### config.mk
export PLATFORM = sky130hd
export DESIGN_NAME = bootcopy_engine
export DESIGN_NICKNAME = d
export VERILOG_FILES = /design/src/rtl/bootcopy_pkg.sv /design/src/rtl/bootcopy_rom_seq.sv /design/src/rtl/bootcopy_packer.sv /design/src/rtl/bootcopy_engine.sv
export SDC_FILE = /design/constraint.sdc
export NUM_CORES = 1
export LEC_CHECK = 0
export BUFFER_PORTS_ARGS = -buffer_cell sky130_fd_sc_hd__buf_4
export CORE_ASPECT_RATIO = 0.75
export CORE_MARGIN = 4
export CORE_UTILIZATION = 45
export CTS_CLUSTER_DIAMETER = 150
export DETAILED_ROUTE_END_ITERATION = 7
export PLACE_DENSITY = 0.69
export SLEW_MARGIN = 20
export SYNTH_ARGS = -nofsm -noshare
export SYNTH_HDL_FRONTEND = slang
export SYNTH_SLANG_ARGS = --single-unit
### constraint.sdc
create_clock -name clk -period 2.25 [get_ports clk]
set_input_delay 0.1125 -clock clk [delete_from_list [all_inputs] [get_ports clk]]
set_output_delay 0.1125 -clock clk [all_outputs]
set_load 0.03 [all_outputs]
### src/rtl/bootcopy_pkg.sv
package bootcopy_pkg;

    typedef enum logic [1:0] {
        PH_IDLE,
        PH_COPY,
        PH_FLUSH,
        PH_DONE
    } phase_e;

    typedef struct packed {
        logic wide;   // 16-bit ROM
        logic big;    // big-endian lane order
    } strap_t;

    // Place one ROM unit (byte or half-word) into its lane of the word.
    // k is the position of the unit inside its group, 0 = lowest address.
    function automatic logic [31:0] lane_insert(
        input logic [31:0] acc,
        input logic [15:0] unit,
        input logic [1:0]  k,
        input strap_t      s
    );
        logic [31:0] r;
        logic [1:0]  slot;
        r = acc;
        if (s.wide) begin
            slot = s.big ? {1'b0, ~k[0]} : {1'b0, k[0]};
            r[int'(slot) * 16 +: 16] = unit;
        end else begin
            slot = s.big ? (2'd3 - k) : k;
            r[int'(slot) * 8 +: 8] = unit[7:0];
        end
        return r;
    endfunction

endpackage

### src/rtl/bootcopy_rom_seq.sv
module bootcopy_rom_seq
    import bootcopy_pkg::*;
#(
    parameter int unsigned ROM_AW   = 20,
    parameter int unsigned ROM_BASE = 0,
    parameter int unsigned WAIT_CYC = 2
) (
    input  logic              clk,
    input  logic              rst,
    input  logic              run,
    input  strap_t            strap,
    output logic              rom_cs,
    output logic [ROM_AW-1:0] rom_addr,
    output logic              unit_stb
);
    localparam int unsigned WCW = (WAIT_CYC > 1) ? $clog2(WAIT_CYC) : 1;
    localparam logic [WCW-1:0] WLAST = WCW'(WAIT_CYC - 1);

    logic [WCW-1:0]    wait_q;
    logic [ROM_AW-1:0] addr_q;

    assign rom_cs   = run;
    assign rom_addr = addr_q;
    assign unit_stb = run && (wait_q == WLAST);

    always_ff @(posedge clk) begin
        if (rst) begin
            wait_q <= '0;
            addr_q <= ROM_AW'(ROM_BASE);
        end else if (run) begin
            if (unit_stb) begin
                wait_q <= '0;
                addr_q <= addr_q + (strap.wide ? ROM_AW'(2) : ROM_AW'(1));
            end else begin
                wait_q <= wait_q + WCW'(1);
            end
        end
    end

endmodule

### src/rtl/bootcopy_packer.sv
module bootcopy_packer
    import bootcopy_pkg::*;
#(
    parameter int unsigned WORDS = 256,
    localparam int unsigned IW   = $clog2(WORDS)
) (
    input  logic          clk,
    input  logic          rst,
    input  logic          unit_stb,
    input  logic [15:0]   unit_data,
    input  strap_t        strap,
    output logic          ram_we,
    output logic [IW-1:0] ram_idx,
    output logic [31:0]   ram_wdata,
    output logic          last_stb
);
    logic [1:0]    lane_q;
    logic [31:0]   acc_q;
    logic [IW-1:0] cnt_q;
    logic          lane_full;
    logic [31:0]   merged;

    assign lane_full = strap.wide ? (lane_q == 2'd1) : (lane_q == 2'd3);
    assign merged    = lane_insert(acc_q, unit_data, lane_q, strap);
    assign last_stb  = unit_stb && lane_full && (cnt_q == IW'(WORDS - 1));

    always_ff @(posedge clk) begin
        if (rst) begin
            lane_q    <= '0;
            acc_q     <= '0;
            cnt_q     <= '0;
            ram_we    <= 1'b0;
            ram_idx   <= '0;
            ram_wdata <= '0;
        end else begin
            ram_we <= 1'b0;
            if (unit_stb) begin
                if (lane_full) begin
                    ram_we    <= 1'b1;
                    ram_wdata <= merged;
                    ram_idx   <= cnt_q;
                    cnt_q     <= cnt_q + IW'(1);
                    lane_q    <= '0;
                    acc_q     <= '0;
                end else begin
                    acc_q  <= merged;
                    lane_q <= lane_q + 2'd1;
                end
            end
        end
    end

endmodule

### src/rtl/bootcopy_engine.sv
module bootcopy_engine
    import bootcopy_pkg::*;
#(
    parameter int unsigned ROM_AW   = 20,
    parameter int unsigned ROM_BASE = 0,
    parameter int unsigned WAIT_CYC = 2,
    parameter int unsigned WORDS    = 256,
    localparam int unsigned IW      = $clog2(WORDS)
) (
    input  logic              clk,
    input  logic              rst,
    input  logic              strap_rom16,
    input  logic              strap_big,
    output logic              rom_cs,
    output logic [ROM_AW-1:0] rom_addr,
    input  logic [15:0]       rom_data,
    output logic              ram_we,
    output logic [IW-1:0]     ram_idx,
    output logic [31:0]       ram_wdata,
    output logic              cpu_stall,
    output logic              boot_done
);
    phase_e phase_q;
    strap_t strap_q;
    logic   unit_stb;
    logic   last_stb;

    // straps follow the pins only while reset is held
    always_ff @(posedge clk) begin
        if (rst) begin
            strap_q <= '{wide: strap_rom16, big: strap_big};
        end
    end

    always_ff @(posedge clk) begin
        if (rst) begin
            phase_q <= PH_IDLE;
        end else begin
            unique case (phase_q)
                PH_IDLE:  phase_q <= PH_COPY;
                PH_COPY:  if (last_stb) phase_q <= PH_FLUSH;
                PH_FLUSH: phase_q <= PH_DONE;
                default:  phase_q <= PH_DONE;
            endcase
        end
    end

    assign cpu_stall = (phase_q != PH_DONE);
    assign boot_done = (phase_q == PH_DONE);

    bootcopy_rom_seq #(
        .ROM_AW   (ROM_AW),
        .ROM_BASE (ROM_BASE),
        .WAIT_CYC (WAIT_CYC)
    ) u_seq (
        .clk      (clk),
        .rst      (rst),
        .run      (phase_q == PH_COPY),
        .strap    (strap_q),
        .rom_cs   (rom_cs),
        .rom_addr (rom_addr),
        .unit_stb (unit_stb)
    );

    bootcopy_packer #(
        .WORDS (WORDS)
    ) u_pack (
        .clk       (clk),
        .rst       (rst),
        .unit_stb  (unit_stb),
        .unit_data (rom_data),
        .strap     (strap_q),
        .ram_we    (ram_we),
        .ram_idx   (ram_idx),
        .ram_wdata (ram_wdata),
        .last_stb  (last_stb)
    );

endmodule

After elaboration in Yosys (flattened, before gate mapping)
Index checks and enable logic that the tools add are counted.
- flip-flop bits (word level): 108
- bits in latches: 0
- memory bits (writable): 0
- ROM bits: 0
- input port bits: 20
- word-level logic and storage cells: 51
- memories kept: 0
- add/subtract/negate cells: 7
- multipliers: 0
- div/mod/pow operators: 0
- order comparisons: 0
- eq/ne operators: 7
- shift operators: 4
- multiplexer cells: 13
- bitwise logic cells: 2
- reductions and logical operators: 7
- operators with widths (operator ; count):
    32-bit bitwise mux ; 2
    32-bit 2-to-1 mux ; 2
    5-bit negator with 33-bit output ; 1
    6-bit negator with 33-bit output ; 1
    16-bit by 33-bit variable shift with 32-bit output, first input constant ; 1
    8-bit by 33-bit variable shift with 32-bit output, first input constant ; 1
    16-bit by 33-bit indexed part select with 32-bit output ; 1
    8-bit by 33-bit indexed part select with 32-bit output ; 1
    20-bit adder ; 1
    8-bit by 1-bit adder with 8-bit output, second input constant ; 1
    8-bit == test, second input constant ; 1
    2-bit 2-to-1 mux ; 4
    2-bit by 1-bit == test with 1-bit output, second input constant ; 2
    2-bit == test, second input constant ; 2
    1-bit 2-to-1 mux ; 4
    2-bit != test, second input constant ; 2
    2-bit case mux with 2 select lines ; 1
    2-bit AND reduction ; 2
    1-bit logical AND ; 3
    2-bit by 1-bit adder with 2-bit output, second input constant ; 1
    2-bit zero test ; 1
    1-bit NOT ; 2
    2-bit OR reduction ; 1
    2-bit subtractor, first input constant ; 1
    1-bit adder, second input constant ; 1

Longest topological paths before layout
- depth in word-level cells: 7
- gate-level depth with buffers: 9

By module
From an unflattened synthesis, not the netlist that was laid out.
- cell total of the unflattened synthesis: 720
- area, all modules: 5716.7 um2
- by module, submodules not included (module ; instances ; cells each ; area an instance (um2) ; sequential area each (um2)):
    bootcopy_packer ; 1 ; 597 ; 4556.9 ; 1661.6
    bootcopy_rom_seq ; 1 ; 113 ; 1016.0 ; 420.4
    bootcopy_engine ; 1 ; 10 ; 143.9 ; 100.1

Worst setup path after synthesis
OpenSTA, ideal clock, no wires.
- kind: register to register
- start point: register strap_q[1] (netlist bit)
- end point: register u_seq.addr_q[16] (netlist: u_seq.rom_addr[16])
- setup time: 0.121 ns
- arrival time: 2.295 ns
- slack: -0.165 ns
- stages on the path, launching flop included: 9
- path buffers: 1
- path through: edfxtp_1 -> buf_6 -> inv_1 -> ha_1 -> inv_1 -> fa_1 -> or3_4 -> nor4_1 -> mux2_2
- longest elaborated chain between the ends: 2
- RTL lines (what ; line ; RTL):
    start, declared ; bootcopy_engine.sv:24 ; strap_t strap_q;
    start signal, assigned ; bootcopy_engine.sv:31 ; strap_q <= '{wide: strap_rom16, big: strap_big};
    2-bit 2-to-1 mux ; bootcopy_rom_seq.sv:33 ; addr_q <= addr_q + (strap.wide ? ROM_AW'(2) : ROM_AW'(1));
    20-bit adder ; bootcopy_rom_seq.sv:33 ;
    end signal, assigned ; bootcopy_rom_seq.sv:29 ; addr_q <= ROM_AW'(ROM_BASE);
    end signal, assigned ; bootcopy_rom_seq.sv:33 ;
    end, declared ; bootcopy_rom_seq.sv:20 ; logic [ROM_AW-1:0] addr_q;
No other way between the ends.
A chain may end at the register's enable or synchronous reset.

Worst setup path in the final report
- start point: register strap_q[1] (netlist bit)
- end point: register u_seq.addr_q[6] (netlist: u_seq.rom_addr[6])
The elaborated chain is that of the path after synthesis.

==> flow_summary.ini <==
[clocking]
clock_latency_ns = 0.35
clkTransAtPathRegs_ns = 0.07
htreeDepth = 3
cts.root.buffer_cell = clkbuf_16
cts.sink_count = 108
cts_buffers = 9
clk_path_buf_depth = 2
cts_tree = done

[timing]
timing.hold.ws_ns = 0.0500
setup_violations = 0
rsz0062_at_grt = yes
finalHoldViolCount = 0
slew_violations = 0
totalNegativeSetupSlack_ns = 0
finClkSkew_ns = 0.00496
fmax_mhz = 455
period_needed_ns = 2.20
period_share = 0.977
relSlewSlack = 0.508
setup_ws_ns = 0.0506
worst_pin_slew_ns = 0.737

[die]
core_um2 = 10300
die_w_um = 127
start_util = 0.463
dieArea_um2 = 12300
pin_count = 84
die_y_um = 97.1
num_rows = 32

[layout]
nFillCells = 915
drive_gt1_frac = 0.260
area_growth_pct = 25.6
nets = 647
fin_cells = 762
layout_commonest_cell = dfxtp_1
stdcell_area_um2 = 5980
layout_common_cells = dfxtp_1 (106), buf_4 (105), nand2_1 (75)
num_antenna_cells = 0

[grt]
groute.usage.overall = 0.201
grt_max_degree = 36
grt_pass1_vias = 4060
antenna_found_initial = 0
grt_pass1_wl_um = 20300
overflow = 0

[flow_run]
drv_cap = 0

[power]
p_per_area_nw_per_um2 = 647
irDropWorstVdd_uv = 489
p_leak_nw = 2.25

[placement]
globalplace.congestion = 0.819
hpwl_um = 8690
placed_cell_area_um2 = 5600
pre_cts_ws_ns = 0.0273
io_buffer_count = 83
dp.cells = 739

[synthesis]
syn_area_um2 = 4760
ys_warn_count = 0
ys.flop_type = dfxtp_1
synth.yosys.seq_area_share = 0.458
async_flop_share = 0
synth-edff-count = 2
netlist_instances = 528
ys_ff_latch = 108
yosysUniqueCellTypes = 62
avgSynthCellArea_um2 = 9.02
syn_nets = 554

[drt]
ant_nets = 0
wire_per_inst_um = 16.3
drt-pass1-iter-count = 5
vias = 4287
drc_errors = 0
viasPerCell = 5.63
detail_route.iter0.violations = 318
drt-total-wl_um = 12400

[setup_path]
critPathMaxFanout = 7
crit_path_end_kind = flop
crit_path_start_kind = flop
required_ns = 2.47
critPathKind = flop to flop
critPathArrivalTime_ns = 2.42

[worst_hold_path]
hp-class = input pin to flop

[run_status]
status = completed
metal layers:
metal  track usage  routed length, um
met2         0.311               5700
met5             0                  0
met4        0.0635                135
met3        0.0429                665
met1         0.282               5890
area by class of cell:
| class | instances | area, um2 | share of cell area |
|---|---|---|---|
| multi-input combinational | 378 | 2460 | 0.411 |
| sequential | 108 | 2180 | 0.365 |
| timing repair buffer | 111 | 850 | 0.142 |
| clock inverter | 5 | 37.5 | 0.00628 |
| inverter | 13 | 51.3 | 0.00858 |
| tap | 136 | 170 | 0.0285 |
| clock buffer | 11 | 233 | 0.0389 |
cell families (layout without fill, tap and decap cells):
kind of cell               count (synthesis)  in the layout  share of synthesized area
and+or+nand+nor                          196            196                      0.220
DFF                                      108            108                      0.458
xor gates and xnor gates                  11             11                     0.0202
buffers and inverters                     42            140                     0.0407
muxes                                      4              4                    0.00998
AOI/OAI and AO/OA                        161            161                      0.234
adders and majority gates                  6              6                     0.0173
critical path, stage by stage (launching register included):
cell,delay (ns)
edfxtp_1,0.45
inv_4,0.11
ha_4,0.13
inv_2,0.03
fa_2,0.34
or3_4,0.40
buf_4,0.16
buf_2,0.13
o21ai_0,0.23
a21oi_2,0.09
metrics by stage:
stage | power, mW | utilization
4_1_cts | 3.88 | 0.574
6_report | 3.87 | 0.581
2_1_floorplan | 2.30 | -
5_1_grt | 4.01 | 0.581
3_3_place_gp | 2.43 | 0.544
3_5_place_dp | 2.44 | 0.544
worst paths after layout:
path                         from                    to  slack, ns  cells past startpoint
max reg2reg            strap_q[1]     u_seq.rom_addr[6]       0.05                      9
min reg2reg  u_pack.ram_wdata[25]  u_pack.ram_wdata[25]       0.45                      2
min                   rom_data[4]      u_pack.acc_q[20]       0.05                      2
max                    strap_q[1]     u_seq.rom_addr[6]       0.05                      9
report_power, final:
part / switching [mW] / leakage, nW / internal [mW] / total, mW
logic: 0.279 / 1.25 / 0.161 / 0.440
registers: 0.0269 / 0.875 / 1.95 / 1.98
clock network: 0.696 / 0.122 / 0.754 / 1.45
repair_timing:
| action | 4_1_cts | 5_1_grt |
|---|---|---|
| endpoints found under the hold margin | 6 | 0 |
| hold buffers | 3 | 0 |
| endpoints found under the setup margin | 8 | 6 |
| setup buffers | 0 | 3 |
| resized for setup | 1 | 11 |
| cloned | 0 | 1 |
| pin swaps | 0 | 5 |
cells in the mapped netlist, drive strengths merged, types with 2 or more instances:
library cell | instances | area, um2
nor3 | 2 | 10.0
o221ai | 8 | 70.1
o31ai | 16 | 120
nor4 | 5 | 31.3
and2 | 8 | 50.1
nor2 | 38 | 171
ha | 5 | 62.6
a32o | 9 | 91.3
nand4 | 5 | 31.3
nand2b | 5 | 31.3
nor4b | 3 | 32.5
a211oi | 9 | 67.6
nand3b | 2 | 27.5
o32ai | 8 | 70.1
a21oi | 40 | 200
xnor2 | 10 | 87.6
a32oi | 2 | 43.8
or4 | 7 | 56.3
edfxtp | 2 | 60.1
nand2 | 75 | 282
o22ai | 10 | 68.8
clkbuf | 14 | 52.6
or4b | 2 | 20.0
dfxtp | 106 | 2120
or2 | 4 | 25.0
o21ai | 39 | 195
a221o | 8 | 80.1
inv | 13 | 48.8
mux2 | 3 | 33.8
or3b | 2 | 17.5
or3 | 11 | 83.8
a22o | 8 | 70.1
nor2b | 11 | 68.8
a31oi | 2 | 18.8
buf | 15 | 92.6
nand3 | 11 | 65.1
state kept, by name, summed over array words and instances, names as in the netlist:
name,flops
u_pack.acc_q,32
u_pack.ram_wdata,32
u_seq.rom_addr,20
u_pack.cnt_q,8
u_pack.ram_idx,8
phase_q,2
strap_q,2
u_pack.lane_q,2
u_pack.ram_we,1
u_seq.wait_q,1
Note: power is estimated with default switching activity, not from simulation.
